## src/rtl/hs_gate_pkg.sv

```systemverilog
package hs_gate_pkg;

  typedef enum logic [2:0] {
    ST_HOLD  = 3'd0,
    ST_ON    = 3'd1,
    ST_RETRY = 3'd2,
    ST_FAIL  = 3'd3,
    ST_MRH   = 3'd4
  } hs_state_e;

  // Number of timebase ticks needed to cover a delay, rounded up, at least one.
  function automatic int unsigned us_to_ticks(input int unsigned us, input int unsigned tick_us);
    int unsigned t;
    t = (us + tick_us - 1) / tick_us;
    return (t == 0) ? 1 : t;
  endfunction

  // Counter width able to hold the value n.
  function automatic int unsigned cnt_width(input int unsigned n);
    return (n < 1) ? 1 : $clog2(n + 1);
  endfunction

endpackage

```

## src/rtl/hs_sync.sv

```systemverilog
module hs_sync #(
  parameter int unsigned W = 1
) (
  input  logic         clk,
  input  logic         rst_n,
  input  logic [W-1:0] d,
  output logic [W-1:0] q
);
  logic [W-1:0] meta;

  always_ff @(posedge clk or negedge rst_n) begin
    if (!rst_n) begin
      meta <= '0;
      q    <= '0;
    end else begin
      meta <= d;
      q    <= meta;
    end
  end
endmodule

```

## src/rtl/hs_persist.sv

```systemverilog
module hs_persist
  import hs_gate_pkg::*;
#(
  parameter int unsigned N = 5
) (
  input  logic clk,
  input  logic rst_n,
  input  logic tick,
  input  logic clr,
  input  logic din,
  output logic hit
);
  localparam int unsigned CW = cnt_width(N);
  localparam logic [CW-1:0] LIM = CW'(N);

  logic [CW-1:0] cnt;

  always_ff @(posedge clk or negedge rst_n) begin
    if (!rst_n)                 cnt <= '0;
    else if (clr || !din)       cnt <= '0;
    else if (tick && cnt != LIM) cnt <= cnt + 1'b1;
  end

  assign hit = (cnt == LIM);

  AST_PERSIST_HELD: assert property (@(posedge clk) disable iff (!rst_n)
    hit |-> $past(din));
endmodule

```

## src/rtl/hs_gate_seq.sv

```systemverilog
module hs_gate_seq
  import hs_gate_pkg::*;
#(
  parameter int unsigned TICK_US     = 1,
  parameter int unsigned HOLD_US     = 50000,
  parameter int unsigned RETRY_US    = 100000,
  parameter int unsigned FILT_US     = 5,
  parameter int unsigned MRH_US      = 5,
  parameter int unsigned RETRY_LIMIT = 5
) (
  input  logic clk,
  input  logic rst_n,
  input  logic tick,
  input  logic uv_flag,
  input  logic ov_flag,
  input  logic oc_norm_flag,
  input  logic oc_ins_flag,
  input  logic drain_ok,
  input  logic gate_ok,
  input  logic mrh,
  output logic gate_en,
  output logic pwr_good,
  output logic retry_fail
);
  localparam int unsigned HOLD_T  = us_to_ticks(HOLD_US, TICK_US);
  localparam int unsigned RETRY_T = us_to_ticks(RETRY_US, TICK_US);
  localparam int unsigned FILT_T  = us_to_ticks(FILT_US, TICK_US);
  localparam int unsigned MRH_T   = us_to_ticks(MRH_US, TICK_US);
  localparam int unsigned TMAX    = (HOLD_T > RETRY_T) ? HOLD_T : RETRY_T;
  localparam int unsigned TW      = cnt_width(TMAX);
  localparam bit          LIMITED = (RETRY_LIMIT != 0);
  localparam int unsigned RW      = cnt_width(LIMITED ? RETRY_LIMIT : 1);

  // Synchronised comparator and host inputs
  logic uv_s, ov_s, ocn_s, oci_s, drain_s, gok_s, mrh_s;
  hs_sync #(.W(7)) u_sync (
    .clk  (clk),
    .rst_n(rst_n),
    .d    ({mrh, gate_ok, drain_ok, oc_ins_flag, oc_norm_flag, ov_flag, uv_flag}),
    .q    ({mrh_s, gok_s, drain_s, oci_s, ocn_s, ov_s, uv_s})
  );

  hs_state_e     state;
  logic [TW-1:0] tmr;
  logic [RW-1:0] retry_cnt;
  logic          gate_q, pg_q, fail_q;

  // Named internal events
  logic win_ok, oc_sel, oc_trip, mrh_acc, hold_done, retry_done, at_limit;
  assign win_ok     = !uv_s && !ov_s;
  assign oc_sel     = pg_q ? ocn_s : oci_s;
  assign hold_done  = (tmr == TW'(HOLD_T));
  assign retry_done = (tmr == TW'(RETRY_T));
  assign at_limit   = LIMITED && (retry_cnt == RW'(RETRY_LIMIT));

  hs_persist #(.N(FILT_T)) u_oc_filt (
    .clk(clk), .rst_n(rst_n), .tick(tick),
    .clr(state != ST_ON || !gate_q), .din(oc_sel), .hit(oc_trip)
  );

  hs_persist #(.N(MRH_T)) u_mrh_filt (
    .clk(clk), .rst_n(rst_n), .tick(tick),
    .clr(1'b0), .din(mrh_s), .hit(mrh_acc)
  );

  always_ff @(posedge clk or negedge rst_n) begin
    if (!rst_n) begin
      state     <= ST_HOLD;
      tmr       <= '0;
      retry_cnt <= '0;
      fail_q    <= 1'b0;
    end else if (mrh_acc) begin
      state     <= ST_MRH;
      tmr       <= '0;
      retry_cnt <= '0;
      fail_q    <= 1'b0;
    end else begin
      case (state)
        ST_HOLD: begin
          if (!win_ok)        tmr <= '0;
          else if (hold_done) begin state <= ST_ON; tmr <= '0; end
          else if (tick)      tmr <= tmr + 1'b1;
        end
        ST_ON: begin
          if (oc_trip) begin
            tmr <= '0;
            if (at_limit) begin state <= ST_FAIL; fail_q <= 1'b1; end
            else          state <= ST_RETRY;
          end
        end
        ST_RETRY: begin
          if (retry_done) begin
            state <= ST_ON;
            tmr   <= '0;
            if (LIMITED) retry_cnt <= retry_cnt + 1'b1;
          end else if (tick) begin
            tmr <= tmr + 1'b1;
          end
        end
        ST_FAIL: state <= ST_FAIL;
        ST_MRH: begin
          if (!mrh_s) begin state <= ST_HOLD; tmr <= '0; end
        end
        default: state <= ST_HOLD;
      endcase
    end
  end

  always_ff @(posedge clk or negedge rst_n) begin
    if (!rst_n) begin
      gate_q <= 1'b0;
      pg_q   <= 1'b0;
    end else begin
      gate_q <= (state == ST_ON) && win_ok && !mrh_s;
      pg_q   <= drain_s && gok_s;
    end
  end

  assign gate_en    = gate_q;
  assign pwr_good   = pg_q;
  assign retry_fail = fail_q;

  AST_HOLD_BEFORE_ON: assert property (@(posedge clk) disable iff (!rst_n)
    (state == ST_HOLD && !hold_done) |=> state != ST_ON);
  AST_WINDOW_GATE_OFF: assert property (@(posedge clk) disable iff (!rst_n)
    !win_ok |=> !gate_en);
  AST_PG_NEEDS_BOTH: assert property (@(posedge clk) disable iff (!rst_n)
    !(drain_s && gok_s) |=> !pwr_good);
  AST_FAIL_GATE_OFF: assert property (@(posedge clk) disable iff (!rst_n)
    retry_fail |=> !gate_en);
  AST_MRH_CLEARS_FAIL: assert property (@(posedge clk) disable iff (!rst_n)
    mrh_acc |=> !retry_fail);
  AST_MRH_GATE_OFF: assert property (@(posedge clk) disable iff (!rst_n)
    mrh_s |=> !gate_en);

  generate
    if (LIMITED) begin : g_bound
      AST_RETRY_BOUND: assert property (@(posedge clk) disable iff (!rst_n)
        retry_cnt <= RW'(RETRY_LIMIT));
    end
  endgenerate
endmodule

```

## config.mk

```make
export PLATFORM = sky130hd
export DESIGN_NAME = hs_gate_seq
export DESIGN_NICKNAME = d
export VERILOG_FILES = /design/src/rtl/hs_gate_pkg.sv /design/src/rtl/hs_sync.sv /design/src/rtl/hs_persist.sv /design/src/rtl/hs_gate_seq.sv
export SDC_FILE = /design/constraint.sdc
export NUM_CORES = 1
export LEC_CHECK = 0
export BUFFER_PORTS_ARGS = -buffer_cell sky130_fd_sc_hd__buf_4
export CELL_PAD_IN_SITES_DETAIL_PLACEMENT = 0
export CELL_PAD_IN_SITES_GLOBAL_PLACEMENT = 1
export CORE_AREA = 4 4 86 88
export DETAILED_ROUTE_END_ITERATION = 8
export DIE_AREA = 0 0 90 92
export HOLD_SLACK_MARGIN = 0.03
export PLACE_DENSITY_LB_ADDON = 0.1
export SYNTH_ARGS = -nofsm -noshare
export SYNTH_HDL_FRONTEND = slang
export SYNTH_SLANG_ARGS = --single-unit
```

## constraint.sdc

```tcl
create_clock -name clk -period 2.85 [get_ports clk]
set_input_delay 0.1425 -clock clk [delete_from_list [all_inputs] [get_ports clk]]
set_output_delay 0.1425 -clock clk [all_outputs]
set_load 0.03 [all_outputs]
```

== Word-level counts from Yosys, hierarchy flattened ==
Index checks and enable logic that the tools add are counted.

* Bits in writable memories: 0
* ROM bits: 0
* Bits in latches: 0
* Memories: 0
* Flip-flop bits (word level): 46
* Input port bits: 10
* Logic and storage cells: 85

* Reduce and logical (&&, ||, !) cells: 25
* Shift-type cells: 0
* Multiplexer cells: 28
* Div/mod/pow operators: 0
* Multipliers: 0
* Bitwise logic cells: 0
* Add/subtract/negate cells: 4
* Equal/unequal tests: 18
* Magnitude comparators: 0

{| class="wikitable"
|+ Operator list
! cell !! number
|-
| two-way mux 17 bit || 7
|-
| one-hot mux 17 bit (4 select lines) || 1
|-
| two-way mux 3 bit || 13
|-
| != test 3 bit (second input constant) || 7
|-
| adder 17 x 1 -> 17 bit (second input constant) || 1
|-
| equality test 17 x 16 -> 1 bit (second input constant) || 1
|-
| equality test 17 bit (second input constant) || 1
|-
| one-hot mux 3 bit (5 select lines) || 1
|-
| equality test 3 bit (second input constant) || 4
|-
| nonzero test 2 bit || 6
|-
| adder 3 x 1 -> 3 bit (second input constant) || 3
|-
| equality test 3 x 2 -> 1 bit (second input constant) || 2
|-
| logical AND 1 bit || 6
|-
| two-way mux 1 bit || 6
|-
| AND reduction 3 bit || 2
|-
| logical NOT 1 bit || 5
|-
| AND reduction 5 bit || 1
|-
| nonzero test 5 bit || 1
|-
| equality test 3 x 1 -> 1 bit (second input constant) || 1
|-
| logical NOT 3 bit || 1
|-
| != test 3 x 1 -> 1 bit (second input constant) || 1
|-
| logical OR 1 bit || 2
|-
| != test 2 x 1 -> 1 bit (second input constant) || 1
|-
| AND reduction 2 bit || 1
|}

== Depth between registers and ports, before layout ==
* Depth after elaboration: 6
* Depth in mapped cells: 9
* Mapped depth without buffers: 7

== Modules after synthesis ==
A second synthesis with hierarchy kept.

* Cells, all modules: 218
* Area total of the unflattened synthesis: 2349.8 um^2

{| class="wikitable"
|+ By module, submodules not included
! module !! instances !! area each (um^2) !! cells each !! seq. area each (um^2)
|-
| hs_gate_seq || 1 || 1599.0 || 170 || 650.6
|-
| hs_persist || 2 || 200.2 || 17 || 75.1
|-
| hs_sync || 1 || 350.3 || 14 || 350.3
|}

== Worst setup path before layout ==
Ideal clock, no wire load.

* Path kind: reg2reg
* Start point: register tmr[0]
* End point: register tmr[12]
* Buffers on the path: 2
* Setup slack: 0.941 ns
* Data required time: 2.749 ns
* Cell stages (with the launch flop): 10
* Clock period less this slack: 1.909 ns
* Arrival time: 1.809 ns
* Cell sequence: dfrtp_1 inv_1 ha_1 and4b_1 and4_4 buf_6 o22ai_4 nand2b_2 buf_4 o311ai_2

* Cells in the longest elaborated chain, start to end: 6

{| class="wikitable"
|+ RTL lines
! element !! line !! text
|-
| start, declared || hs_gate_seq.sv:44 || <nowiki>logic [TW-1:0] tmr;</nowiki>
|-
| start signal, assigned || hs_gate_seq.sv:82 || <nowiki>else if (tick) tmr <= tmr + 1'b1;</nowiki>
|-
| start signal, assigned || hs_gate_seq.sv:97 || <nowiki>tmr <= tmr + 1'b1;</nowiki>
|-
| adder 17 x 1 -> 17 bit || hs_gate_seq.sv:82, hs_gate_seq.sv:97 ||
|-
| two-way mux 17 bit || hs_gate_seq.sv:82, hs_gate_seq.sv:96 ||
|-
| two-way mux 17 bit || hs_gate_seq.sv:81 || <nowiki>else if (hold_done) begin state <= ST_ON; tmr <= '0; end</nowiki>
|-
| two-way mux 17 bit || hs_gate_seq.sv:80 || <nowiki>if (!win_ok) tmr <= '0;</nowiki>
|-
| one-hot mux 17 bit (4 select lines) * || hs_gate_seq.sv:78 || <nowiki>case (state)</nowiki>
|-
| two-way mux 17 bit * || hs_gate_seq.sv:72 || <nowiki>end else if (mrh_acc) begin</nowiki>
|}

Every way passes the cells marked *; elsewhere a longest branch is shown, timed or not.
A chain may end at the register's enable or synchronous reset.

== Final worst setup path ==
* Start point: register tmr[1]
* End point: register tmr[16]

Same word-level chain as after synthesis.

==> run_results.csv <==
group,metric,value,unit
worst_setup_path,required,3.05,ns
routing,routed.top_layer,"met4",
timing,slew_headroom,55.79,%
timing,setup_tns,0,ns
cells_and_area,layout-drive-gt1-share,13.11,%
timing,rsz0062_at_grt,"false",
power_and_ir_drop,total_power,1.619,mW
synthesis,synth_cells,222,
cts,cts_root_buffer,"clkbuf_8",
worst_setup_path,critPathBufInv,0,
die,coreArea,6644,um2
die,pin_count,13,
cells_and_area,multi_input_area,1005,um2
cts,insertion_delay,0.31,ns
power_and_ir_drop,powerDensity,624.7,nW/um2
cells_and_area,antenna_cells,0,
placement,dp_hpwl,3383,um
timing,finalCritPeriodShare,76.05,%
worst_setup_path,cp_top_family,"simple AND/OR/NAND/NOR gates",
grt,globalRouteTotalUtil,12.61,%
worst_setup_path,slowest_stage,"nor4_1",
cts,cts_setup_buffers,0,
synthesis,ys_types,55,
worst_setup_path,crit_path_cell_trace,"ha_1 > nand4_1 > nor4_1 > nand3_1 > mux2_2 > a22o_1",
timing,finalSetupViolations,0,
worst_setup_path,endpoint_kind,"flip-flop",
worst_setup_path,cp_data_arrival_time,2.37,ns
synthesis,syn-cell-area,2260,um2
routing,viasPerCell,5.225,
die,start_util,34.01,%
cts,cts_inserted_buffers,5,
cells_and_area,fillers,651,
routing,wl_met2,2172,um
routing,drtIter0Drc,56,
cells_and_area,final_area,2591,um2
die,dieHeight,92,um
routing,ant_nets,0,
placement,globalplace.congestion,0.7340,
die,rows,30,
cells_and_area,final-seq-area,1151,um2
cts,clock_sinks,46,
placement,placed_area,2414,um2
die,die_area,8280,um2
synthesis,synth_flop_cell,"dfrtp_1",
power_and_ir_drop,peakVddDrop,0.2962,mV
power_and_ir_drop,p_leak,1.069,nW
grt,grt_pass1_vias,1672,
timing,timing.fmax,0.4614,GHz
cells_and_area,syn_to_final_growth,14.67,%
cts,cts_tree,"done",
run,drv_cap,0,
grt,gr-total-overflow,0,
synthesis,yosysWarnings,0,
worst_setup_path,startpoint_type,"flip-flop",
routing,vias,1693,
placement,dp.cells,308,
timing,clock_skew,0.007530,ns
placement,io_buffers,12,
cts,cts.clk_slew.worst_paths,0.10,ns
cts,htreeDepth,2,
timing,hold_viol_final,0,
synthesis,synth.avg_cell_area,10.18,um2
synthesis,synth_nets,240,
worst_setup_path,cp_max_fo,4,
routing,wl_per_cell,15.45,um
grt,grt_pass1_wl,8224,um
timing,period_needed,2.168,ns
grt,grt_max_degree,47,
cells_and_area,finalNetCount,261,
routing,first_pass_iters,4,
timing,slew_violations,0,
timing,hold_slack,0.1302,ns
routing,wirelength_met1,2600,um
grt,antenna_found_initial,0,
cts,clk_path_buf_depth,2,
cells_and_area,final_cells,324,
synthesis,ys_seq_area_share,50.94,%
status,status,"finished clean",
worst_setup_path,critPathKind,"reg -> reg",
timing,worst_pin_slew,0.6571,ns
routing,wirelength,5005,um
synthesis,ys_seq_elements,46,
synthesis,synth_edf_count,0,
synthesis,synthArstFlopShare,100.0,%
worst_hold_path,hold_class,"in -> reg",
routing,route.detailed.drc,0,
routing,wl_met3,169,um
die,die_w,90,um
worst_setup_path,cpPeakStageDelay,0.59,ns
-- routing by layer --
layer	GRT usage, %	vias to the layer above
met5	0	-
met2	18.29	30
met3	3.117	6
met4	4.719	0
li1	-	845
met1	18.09	812
-- sequential cells by signal (all words and copies together), names as in the netlist --
name,count
u_sync.q,7
retry_fail,1
u_sync.meta,7
gate_en,1
tmr,17
state,3
u_oc_filt.cnt,3
pwr_good,1
retry_cnt,3
u_mrh_filt.cnt,3
-- metrics by stage --
stage | utilization (%) | setup WS, ns
finish | 39.00 | 0.6825
floorplan | - | 0.9405
global placement | 36.33 | 0.6960
global route | 39.00 | 0.5088
detailed placement | 36.33 | 0.6800
CTS | 39.00 | 0.6526
-- power by group --
group	internal, mW	switching (mW)	leakage (nW)
Clock	0.184	0.259	0.0506
Combinational	0.161	0.268	0.418
Sequential	0.695	0.0521	0.601
-- cells by family (layout without fill, tap and decap cells) --
kind of cell	count (synthesis)	in the layout	synth area share [%]
and+or+nand+nor	95	95	22.87
adders and majority gates	8	8	4.430
DFF	46	46	50.94
muxes	3	3	1.440
xor gates and xnor gates	6	6	2.326
AOI/OAI and AO/OA	41	41	13.40
buffers and inverters	23	45	4.595
-- path summary, 6_finish.rpt --
kind	to	cells past startpoint	slack, ns	startpoint
worst min-delay path	u_mrh_filt.cnt[1]$_DFFE_PN0P_	2	0.13	tick
max in group asynchronous	gate_en$_DFF_PN0_	2	2.08	rst_n
worst min register to register	u_sync.q[4]$_DFF_PN0_	0	0.35	u_sync.meta[4]$_DFF_PN0_
worst max-delay path	tmr[16]$_DFFE_PN0P_	6	0.68	tmr[1]$_DFFE_PN0P_
worst max register to register	tmr[16]$_DFFE_PN0P_	6	0.68	tmr[1]$_DFFE_PN0P_
min in group asynchronous	tmr[10]$_DFFE_PN0P_	2	0.37	rst_n
-- layout make-up --
type	count	share of cell area [%]
Multi-Input combinational cell	153	38.77
Tap cell	80	3.863
Inverter	16	2.318
Sequential cell	46	44.42
Timing Repair Buffer	21	6.857
Clock inverter	3	1.111
Clock buffer	5	2.656
-- synth_stat cells (3+ instances only) --
cell	number	area, um2
dfrtp_1	46	1151
nand2_1	24	90.09
nand3_1	17	85.08
nor2_1	17	63.81
inv_1	16	60.06
a21oi_1	10	50.05
ha_1	8	100.1
nand4_1	5	31.28
o22ai_1	5	31.28
and2_1	4	25.02
nor4_1	4	25.02
o311ai_0	4	35.03
xor2_1	4	35.03
nor3_1	3	15.01
nor4bb_1	3	30.03
o21ai_0	3	15.01
-- repair_timing --
item                      CTS  global route
hold buffers                8             0
hold endpoints to repair   53             0
gates resized for setup     0             0
-- layout by cell type, fill, tap and decap left out, drive strengths merged, types with 6 or more instances in the layout --
cell type and n:
a21oi 10, buf 13, dfrtp 46, dlygate4sd3 8
ha 8, inv 18, nand2 24, nand3 17
nor2 17, o22ai 6, o311ai 6
(Power assumes the default switching activity.)
